[src/rtl/supv_pkg.sv]
// Package: shared constants and types for the reset supervisor.
// Assumes four trip levels addressed by a two-bit code.
package supv_pkg;
    localparam int LEVELS = 4;
    localparam int SEL_W  = $clog2(LEVELS);

    typedef enum logic {
        CAUSE_SUPPLY = 1'b0,
        CAUSE_WDOG   = 1'b1
    } cause_e;
endpackage

[src/rtl/supv_trip_mux.sv]
// Module: chooses the below-threshold flag that belongs to the selected
// trip level. Assumes the comparator flags are already synchronous to clk.
module supv_trip_mux
    import supv_pkg::*;
(
    input  logic [LEVELS-1:0] below_trip,
    input  logic [SEL_W-1:0]  trip_sel,
    output logic              fault
);
    // Purpose: one-hot decode of the selector, then AND-OR the flags.
    logic [LEVELS-1:0] hit;
    for (genvar g = 0; g < LEVELS; g++) begin : g_lvl
        assign hit[g] = below_trip[g] && (trip_sel == SEL_W'(g));
    end
    assign fault = |hit;
endmodule

[src/rtl/supv_hold_ctrl.sv]
// Module: holds reset active while a fault is present and for HOLD_TICKS
// ticks after the fault clears or after a watchdog expiry. It also records
// what caused the last reset. Assumes tick is a single-cycle pulse.
module supv_hold_ctrl
    import supv_pkg::*;
#(
    parameter int HOLD_TICKS = 100
) (
    input  logic clk,
    input  logic rst_n,
    input  logic tick,
    input  logic fault,
    input  logic wd_expire,
    input  logic cause_clr,
    output logic rst_act,
    output logic wd_cause
);
    localparam int HOLD_W = $clog2(HOLD_TICKS + 1);
    localparam logic [HOLD_W-1:0] LAST = HOLD_W'(HOLD_TICKS - 1);

    logic [HOLD_W-1:0] hold_cnt;
    cause_e            cause_q;

    // Purpose: start or restart the hold on any event; release after the count.
    always_ff @(posedge clk) begin
        if (!rst_n) begin
            rst_act  <= 1'b1;
            hold_cnt <= '0;
        end else if (fault || wd_expire) begin
            rst_act  <= 1'b1;
            hold_cnt <= '0;
        end else if (rst_act && tick) begin
            if (hold_cnt == LAST) begin
                rst_act  <= 1'b0;
                hold_cnt <= '0;
            end else begin
                hold_cnt <= hold_cnt + 1'b1;
            end
        end
    end

    // Purpose: record the reset cause; events take priority over the clear.
    always_ff @(posedge clk) begin
        if (!rst_n)         cause_q <= CAUSE_SUPPLY;
        else if (fault)     cause_q <= CAUSE_SUPPLY;
        else if (wd_expire) cause_q <= CAUSE_WDOG;
        else if (cause_clr) cause_q <= CAUSE_SUPPLY;
    end

    assign wd_cause = (cause_q == CAUSE_WDOG);

    AST_FAULT_HOLDS: assert property (@(posedge clk) disable iff (!rst_n)
        fault |=> rst_act);
    AST_NO_EARLY_RELEASE: assert property (@(posedge clk) disable iff (!rst_n)
        $fell(rst_act) |-> ($past(hold_cnt) == LAST && $past(tick) && !$past(fault)));
    AST_CAUSE_FROM_WDOG: assert property (@(posedge clk) disable iff (!rst_n)
        $rose(wd_cause) |-> $past(wd_expire));
endmodule

[src/rtl/supv_watchdog.sv]
// Module: free-running watchdog that counts ticks up to period*STEP_TICKS.
// It stays cleared while reset is held, while it is disabled (period 0)
// and on a restart pulse. Assumes tick is a single-cycle pulse.
module supv_watchdog #(
    parameter int PER_W      = 5,
    parameter int STEP_TICKS = 100
) (
    input  logic             clk,
    input  logic             rst_n,
    input  logic             tick,
    input  logic [PER_W-1:0] period,
    input  logic             kick,
    input  logic             hold,
    output logic             expire
);
    localparam int WD_W = $clog2(((1 << PER_W) - 1) * STEP_TICKS + 1);
    localparam logic [WD_W-1:0] STEP_V = WD_W'(STEP_TICKS);

    logic [WD_W-1:0] cnt;
    logic [WD_W-1:0] limit;
    logic            enabled;

    // Purpose: derive the terminal count from the programmed period.
    always_comb begin
        limit   = WD_W'(period) * STEP_V;
        enabled = (period != '0);
        expire  = tick && enabled && !hold && !kick && (cnt == limit - 1'b1);
    end

    // Purpose: advance on ticks, clear on restart, hold, disable or expiry.
    always_ff @(posedge clk) begin
        if (!rst_n || hold || kick || !enabled) cnt <= '0;
        else if (expire)                        cnt <= '0;
        else if (tick)                          cnt <= cnt + 1'b1;
    end

    AST_KICK_CLEARS: assert property (@(posedge clk) disable iff (!rst_n)
        kick |=> (cnt == '0));
    AST_OFF_STAYS_ZERO: assert property (@(posedge clk) disable iff (!rst_n)
        (period == '0) |=> (cnt == '0));
    AST_NO_OVERRUN: assert property (@(posedge clk) disable iff (!rst_n)
        enabled |-> (cnt < limit));
endmodule

[src/rtl/supv_bus_gate.sv]
// Module: locks out the serial bus and new memory operations while reset
// is active. A request that was granted earlier keeps its grant until the
// requester drops it. Assumes mem_req stays high for a whole operation.
module supv_bus_gate (
    input  logic clk,
    input  logic rst_n,
    input  logic lock,
    input  logic mem_req,
    output logic bus_en,
    output logic mem_grant
);
    logic op_live;

    // Purpose: remember an operation that was admitted while unlocked.
    always_ff @(posedge clk) begin
        if (!rst_n) op_live <= 1'b0;
        else        op_live <= mem_req && (op_live || !lock);
    end

    assign bus_en    = !lock;
    assign mem_grant = mem_req && (op_live || !lock);

    AST_ADMIT_UNLOCKED: assert property (@(posedge clk) disable iff (!rst_n)
        $rose(op_live) |-> !$past(lock));
    AST_LIVE_KEEPS_GRANT: assert property (@(posedge clk) disable iff (!rst_n)
        (op_live && mem_req) |-> mem_grant);
endmodule

[src/rtl/pwr_fail_supervisor.sv]
// Module: top of the supply-fault and watchdog reset supervisor.
// It selects the trip flag, holds the reset, runs the watchdog and gates
// bus access. Assumes all inputs are synchronous to clk.
module pwr_fail_supervisor
    import supv_pkg::*;
#(
    parameter int HOLD_TICKS    = 100,
    parameter int WD_STEP_TICKS = 100,
    parameter int WD_PER_W      = 5
) (
    input  logic                clk,
    input  logic                rst_n,
    input  logic                tick_1k,
    input  logic [LEVELS-1:0]   below_trip,
    input  logic [SEL_W-1:0]    trip_sel,
    input  logic [WD_PER_W-1:0] wd_period,
    input  logic                wd_kick,
    input  logic                cause_clr,
    input  logic                mem_req,
    output logic                rst_oe,
    output logic                bus_en,
    output logic                mem_grant,
    output logic                wd_cause
);
    logic fault;
    logic rst_act;
    logic wd_expire;

    supv_trip_mux u_mux (
        .below_trip (below_trip),
        .trip_sel   (trip_sel),
        .fault      (fault)
    );

    supv_hold_ctrl #(.HOLD_TICKS(HOLD_TICKS)) u_hold (
        .clk       (clk),
        .rst_n     (rst_n),
        .tick      (tick_1k),
        .fault     (fault),
        .wd_expire (wd_expire),
        .cause_clr (cause_clr),
        .rst_act   (rst_act),
        .wd_cause  (wd_cause)
    );

    supv_watchdog #(.PER_W(WD_PER_W), .STEP_TICKS(WD_STEP_TICKS)) u_wd (
        .clk    (clk),
        .rst_n  (rst_n),
        .tick   (tick_1k),
        .period (wd_period),
        .kick   (wd_kick),
        .hold   (rst_act),
        .expire (wd_expire)
    );

    // Purpose: pull the pad low immediately on a fault and throughout the hold.
    assign rst_oe = rst_act || fault;

    supv_bus_gate u_gate (
        .clk       (clk),
        .rst_n     (rst_n),
        .lock      (rst_oe),
        .mem_req   (mem_req),
        .bus_en    (bus_en),
        .mem_grant (mem_grant)
    );

    AST_WDOG_ASSERTS_RESET: assert property (@(posedge clk) disable iff (!rst_n)
        wd_expire |=> rst_oe);
    AST_LOCK_DURING_RESET: assert property (@(posedge clk) disable iff (!rst_n)
        rst_oe |-> !bus_en);
endmodule

[config.mk]
export PLATFORM = sky130hd
export DESIGN_NAME = pwr_fail_supervisor
export DESIGN_NICKNAME = d
export VERILOG_FILES = /design/src/rtl/supv_pkg.sv /design/src/rtl/supv_trip_mux.sv /design/src/rtl/supv_hold_ctrl.sv /design/src/rtl/supv_watchdog.sv /design/src/rtl/supv_bus_gate.sv /design/src/rtl/pwr_fail_supervisor.sv
export SDC_FILE = /design/constraint.sdc
export NUM_CORES = 1
export LEC_CHECK = 0
export BUFFER_PORTS_ARGS = -buffer_cell sky130_fd_sc_hd__buf_2
export CAP_MARGIN = 5
export CELL_PAD_IN_SITES_DETAIL_PLACEMENT = 0
export CELL_PAD_IN_SITES_GLOBAL_PLACEMENT = 1
export CORE_UTILIZATION = 45
export CTS_BUF_LIST = sky130_fd_sc_hd__clkbuf_16
export CTS_CLUSTER_SIZE = 10
export DETAILED_ROUTE_END_ITERATION = 10
export PLACE_DENSITY = 0.79
export SETUP_SLACK_MARGIN = 0.15
export SLEW_MARGIN = 20
export SYNTH_ARGS = -nofsm -noshare
export SYNTH_HDL_FRONTEND = slang
export SYNTH_SLANG_ARGS = --single-unit
export TNS_END_PERCENT = 100
[constraint.sdc]
create_clock -name clk -period 8.8 [get_ports clk]
set_clock_uncertainty 0.05 [all_clocks]
set_input_delay 1.32 -clock clk [delete_from_list [all_inputs] [get_ports clk]]
set_output_delay 1.32 -clock clk [all_outputs]
set_load 0.02 [all_outputs]
Word level (Yosys, flattened, before mapping). Cells that the tools add are included.

Bits in registers: 22. Logic and storage cells: 47. Bits of input ports: 17. Output and inout bits: 4.

Equality and inequality tests: 5. Add/subtract/negate cells: 3. Reduce and logical (&&, ||, !) cells: 29. Multiplexer cells: 3. Bitwise logic cells: 1. $mul: 1.

Operator list (count): $add A12 B1 Y12 const B (1); $eq A12 B12 Y1 (1); $sub A12 B1 Y12 const B (1); $logic_and A1 B1 Y1 (10); $mul A5 B5 Y10 const B (1); $add A7 B1 Y7 const B (1); $eq A7 B7 Y1 const B (1); $mux W7 (1); $logic_or A1 B1 Y1 (6); $logic_not A1 Y1 (5); $reduce_bool A5 Y1 (1); $reduce_or A5 Y1 (1); $eq A2 B2 Y1 const B (2); $reduce_or A2 Y1 (2); $reduce_or A4 Y1 (1); $eq A2 B1 Y1 const B (1); $logic_not A2 Y1 (1); $mux W1 (2); $reduce_and A2 Y1 (1); $reduce_bool A2 Y1 (1); $not A1 Y1 (1).

Depth between registers and ports, before layout.
Depth in word-level cells: 7. Mapped depth: 13. Mapped depth without buffers: 12.

Hierarchy. From an unflattened synthesis, not the netlist that was laid out.

Cells, all modules: 196. Area total of the unflattened synthesis: 1737.9 µm².

By module, submodules not included: supv_watchdog (area an instance 1246.2 µm², cells each 144, times used 1); supv_hold_ctrl (area an instance 420.4 µm², cells each 45, times used 1); supv_bus_gate (area an instance 42.5 µm², cells each 5, times used 1); supv_trip_mux (area an instance 22.5 µm², cells each 1, times used 1); pwr_fail_supervisor (area an instance 6.3 µm², cells each 1, times used 1).

Least setup slack after synthesis. Ideal clock, no wire load.

Kind: in2reg. From: input wd_period[0]. To: register u_wd.cnt[2]. Setup time: 0.132 ns. Path slack: 4.520 ns. Stages on the path: 12. Required time: 8.618 ns. Arrival time: 4.098 ns. Cell sequence: inv_1 -> ha_1 -> ha_1 -> ha_1 -> inv_1 -> fa_1 -> nor3b_1 -> nor3b_2 -> o211ai_1 -> xor2_1 -> or4_4 -> nor3b_1.

Longest elaborated chain between the ends: 6. Elaborated cells between the ends (all ways): 11. Classes of those cells: add/sub: 1; mul: 1; eq/ne: 1; reduce/logical: 8.

RTL lines: start: declaration (line pwr_fail_supervisor.sv:16) `input logic [WD_PER_W-1:0] wd_period,`; branches (longest 5 deep; another with $sub A12 B1 Y12); $reduce_or A2 Y1 (no line) (*); end signal: assignment (line supv_watchdog.sv:34) `else if (tick) cnt <= cnt + 1'b1;`; end: declaration (line supv_watchdog.sv:19) `logic [WD_W-1:0] cnt;`.

Mark *: on every way between the ends. A chain may end at the register's enable or synchronous reset.

Worst setup path after layout.
From: input wd_period[0]. To: register u_wd.cnt[5].

Same word-level chain as after synthesis.

==> impl.org <==
** Run status
- The run finished with clean final reports.

** Placement
- Input and output buffers added on the ports amount to 20.
- Detailed placement ended at an HPWL of 2.685 mm.
- After detailed placement, the design holds a cell count of 249.
- OpenSTA, run right after detailed placement, puts the worst setup slack at 3.922 ns.
- Routability-driven placement finished with a final weighted congestion of 0.7999.

** Timing
- The worst path meets setup with 4.215 ns of slack.
- The number of failing hold endpoints at the final stage is 0.
- Setup_tns :: 0 ns
- Period Utilization, post-route :: 0.5210
- Unrepaired setup endpoints after global routing :: no
- Setup violations, final :: 0
- The final-report max-slew violation count is 0.
- At the pin with the least slew margin, the transition time is 0.8286 ns.
- Max Clk Rate :: 0.2181 GHz
- Shortest clock period the worst path allows after layout :: 4.585 ns
- Relative max-transition margin :: 0.4434

** Critical path
- The signal on the critical path passes through buf_2 -> inv_1 -> ha_1 -> ha_1 -> ha_1 -> inv_1 -> fa_1 -> nor3b_1 -> nor3b_2 -> xor2_1 -> xnor2_1 -> nor4_4 -> nor3_1.
- The most numerous cell type found on the critical path is sky130_fd_sc_hd__ha_1.
- Endpoint arrival time on the critical path :: 4.63 ns
- Across all register-to-register paths, the minimum setup slack is 6.60 ns.
- Cell count of the worst reg-to-reg path :: 7
- Critical-path maximum fanout :: 17
- The largest individual stage delay along the critical path comes from the cell sky130_fd_sc_hd__nor4_4.
- Setup Crit Path Kind :: in2reg
- At the worst endpoint, the required time is 8.85 ns.
- Nature of the critical path startpoint :: primary input
- Biggest cell delay along the critical path :: 0.77 ns
- STA classifies the critical path endpoint as a register.

** GRT
- The first global-routing pass estimated 5.775 mm of wire.
- Aggregate global-route resource usage :: 0.1777
- Via count of the first global-routing pass :: 1287
- Maximum number of pins on one net before global-route repair :: 18
- The number of antenna violations at the first check in global routing was 0.
- For this run the aggregate overflow at the end of global routing stands at 0.

** CTS
- Number of buffers inserted during clock tree synthesis :: 3
- Number of sinks handled by clock tree synthesis :: 22
- TritonCTS built the clock tree.
- Count of hold buffers inserted by post-cts repair :: 0
- H-Tree Level Count :: 1
- Clock transition at the registers of the reported paths :: 0.05 ns
- Post-CTS setup-driven buffer insertion count :: 0
- Number of buffers between clock root and the deepest sink :: 2
- Post-cts sizing count :: 0
- At the later pin of the worst-skew pair, clock insertion delay measures 0.25 ns.
- Master cell of the clock root buffer :: sky130_fd_sc_hd__clkbuf_16

** Cells and area
- Measured on the finished design, the core utilization comes to 0.5362.
- Of the cells placed in the final design, the portion with a size suffix greater than 1 is 0.1756.
- For this run, the number of standard cells in the final layout without fillers is 253.
- In the final design database the tool counted 247 nets.
- Number of fill cells :: 346
- Diodes inserted :: 0
- Layout Area Growth over Synthesis :: 13.61%

** Floorplan
- The region available for standard cell placement spans 0.003661 mm2.
- Initial core utilization :: 0.4720
- Overall die area :: 0.004092 mm2
- Measured along the x axis, the die boundary spans 63.97 um.
- For this design the top-level I/O count stands at 21.
- The floorplan step set the die height to 63.97 um.
- Row generation in the floorplan step produced 22 rows.

** Detailed routing
- After detailed routing, the total wire length is 3.332 mm.
- Post-detailed-route wirelength per cell :: 13.17 um
- Total via count in the routed design :: 1330
- In the routed design, unresolved DRC markers number 0.
- The first routing iteration left 71 violations.
- After detailed routing, the number of vias per cell comes to 5.257.
- Remaining antenna violation count :: 0
- For this run, the detailed router's first-pass iteration total came to 4.

** Run
- Across the run, the number of max-cap violations was 0.

** Power and ir drop
- PD cells :: 146.5 mW/mm2
- VDD IR-drop max :: 0.1584 mV
- Net switching power figure :: 67.26 uW
- Combinational power share :: 0.221
- Internal power consumption :: 220.4 uW
- Lkg Pwr :: 0.0008131 uW
- Clock power share :: 0.430
- Of the total power, the share spent switching nets is 0.2338.
- Power share of the sequential group :: 0.349

** Logic synthesis
- Async set-reset flop share out of synthesis :: 0
- Count of cell types in the netlist :: 46
- Synth warnings :: 0
- Mapped Area :: 0.001728 mm2
- Number of nets produced by synthesis :: 227
- Flip-flop cell with the highest count after synthesis :: sky130_fd_sc_hd__dfxtp_1
- The cell count after synthesis came out at 186.
- Yosys mapped a number of flops with a built-in enable equal to 0.
- Fraction of the yosys area taken by sequential cells :: 0.2549
- Post-synthesis area per instance :: 9.290 um2
- Counting flops and latches in the post-synthesis netlist gives 22.

** Hold path
- Hold Path Depth :: 2
- Worst Hold Class :: reg2reg
[layer usage]
layer	vias to the layer above	global-route usage	share of wire	wire, um
met5	-	0	0	0
met4	0	0.03409	0.014	45
met3	4	0.04286	0.016	53
met2	6	0.2739	0.45	1500
met1	625	0.2505	0.52	1732
li1	695	-	-	-
[registers in the layout, indices dropped and copies added, names as in the netlist]
signal,cells
u_hold.hold_cnt,7
u_hold.wd_cause,1
u_hold.rst_act,1
u_gate.op_live,1
u_wd.cnt,12
[synthesized netlist by cell type (all sizes together), types with 3 or more instances]
| library cell | number | area, um2 |
|---|---|---|
| nand2 | 7 | 26.28 |
| xnor2 | 19 | 166.4 |
| ha | 23 | 287.8 |
| nor2 | 5 | 18.77 |
| nand3 | 13 | 65.06 |
| nor3b | 6 | 50.05 |
| inv | 12 | 45.04 |
| dfxtp | 22 | 440.4 |
| clkbuf | 3 | 11.26 |
| nor4 | 5 | 46.29 |
| and3 | 5 | 32.53 |
| xor2 | 15 | 131.4 |
| nor3 | 15 | 75.07 |
[worst paths after layout]
path	startpoint	to
min reg2reg	u_hold.wd_cause	u_hold.wd_cause
max reg2reg	u_wd.cnt[0]	u_wd.cnt[5]
max	wd_period[0]	u_wd.cnt[5]
min	u_hold.wd_cause	u_hold.wd_cause
[through the flow]
stage	hold WS (ns)	power (uW)	instance area, um2
after floorplan	0.4482	152.7	1728
after global placement	0.4148	164.6	1858
after detailed placement	0.4215	166.1	1858
after CTS	0.4309	291.2	1963
after global routing	0.4711	303.2	1963
final	0.4257	287.6	1963
[critical path: cells and delay by family]
family | cells | cell delay [ns]
xor gates and xnor gates | 2 | 0.36
adders and majority gates | 4 | 1.30
buffers and inverters | 3 | 0.27
and+or+nand+nor | 4 | 1.38
[power by group through the flow]
stage / combinational [uW] / clock [uW] / sequential (uW)
CTS: 64.0 / 127 / 100
global placement: 62.0 / 0 / 103
global route: 70.7 / 132 / 100
floorplan: 50.1 / 0 / 103
detailed placement: 63.5 / 0 / 103
finish: 63.6 / 124 / 100
[cells by family after synthesis]
kind of cell,share of synthesized area
xor gates and xnor gates,0.1861
and+or+nand+nor,0.2578
adders and majority gates,0.1781
AOI/OAI and AO/OA,0.05503
buffers and inverters,0.04345
muxes,0.02462
DFF,0.2549
[layout make-up]
class | count | area [um2] | area share
clock buffer | 3 | 75.07 | 0.03824
tap | 48 | 60.06 | 0.03059
clock inverter | 1 | 30.03 | 0.01530
timing repair buffer | 20 | 100.1 | 0.05099
multi-input combinational | 147 | 1212 | 0.6176
inverter | 12 | 45.04 | 0.02294
sequential | 22 | 440.4 | 0.2243
[cell usage in the layout, fill, tap and decap left out, drive strengths merged, types with 2 or more instances in the layout]
master  Yosys  routed
xor2       15      15
xnor2      19      19
nor4b       2       2
clkbuf      3       3
nand2       7       7
mux2i       2       2
nor4        5       5
nand3      13      13
and3b       2       2
and3        5       5
nor3b       6       6
ha         23      23
nor2b       2       2
nand4       2       2
nor2        5       5
inv        12      12
or2b        2       2
o21a        2       2
buf         2      20
dfxtp      22      22
a31oi       2       2
nor3       15      15
Note: power is estimated with default switching activity, not from simulation.
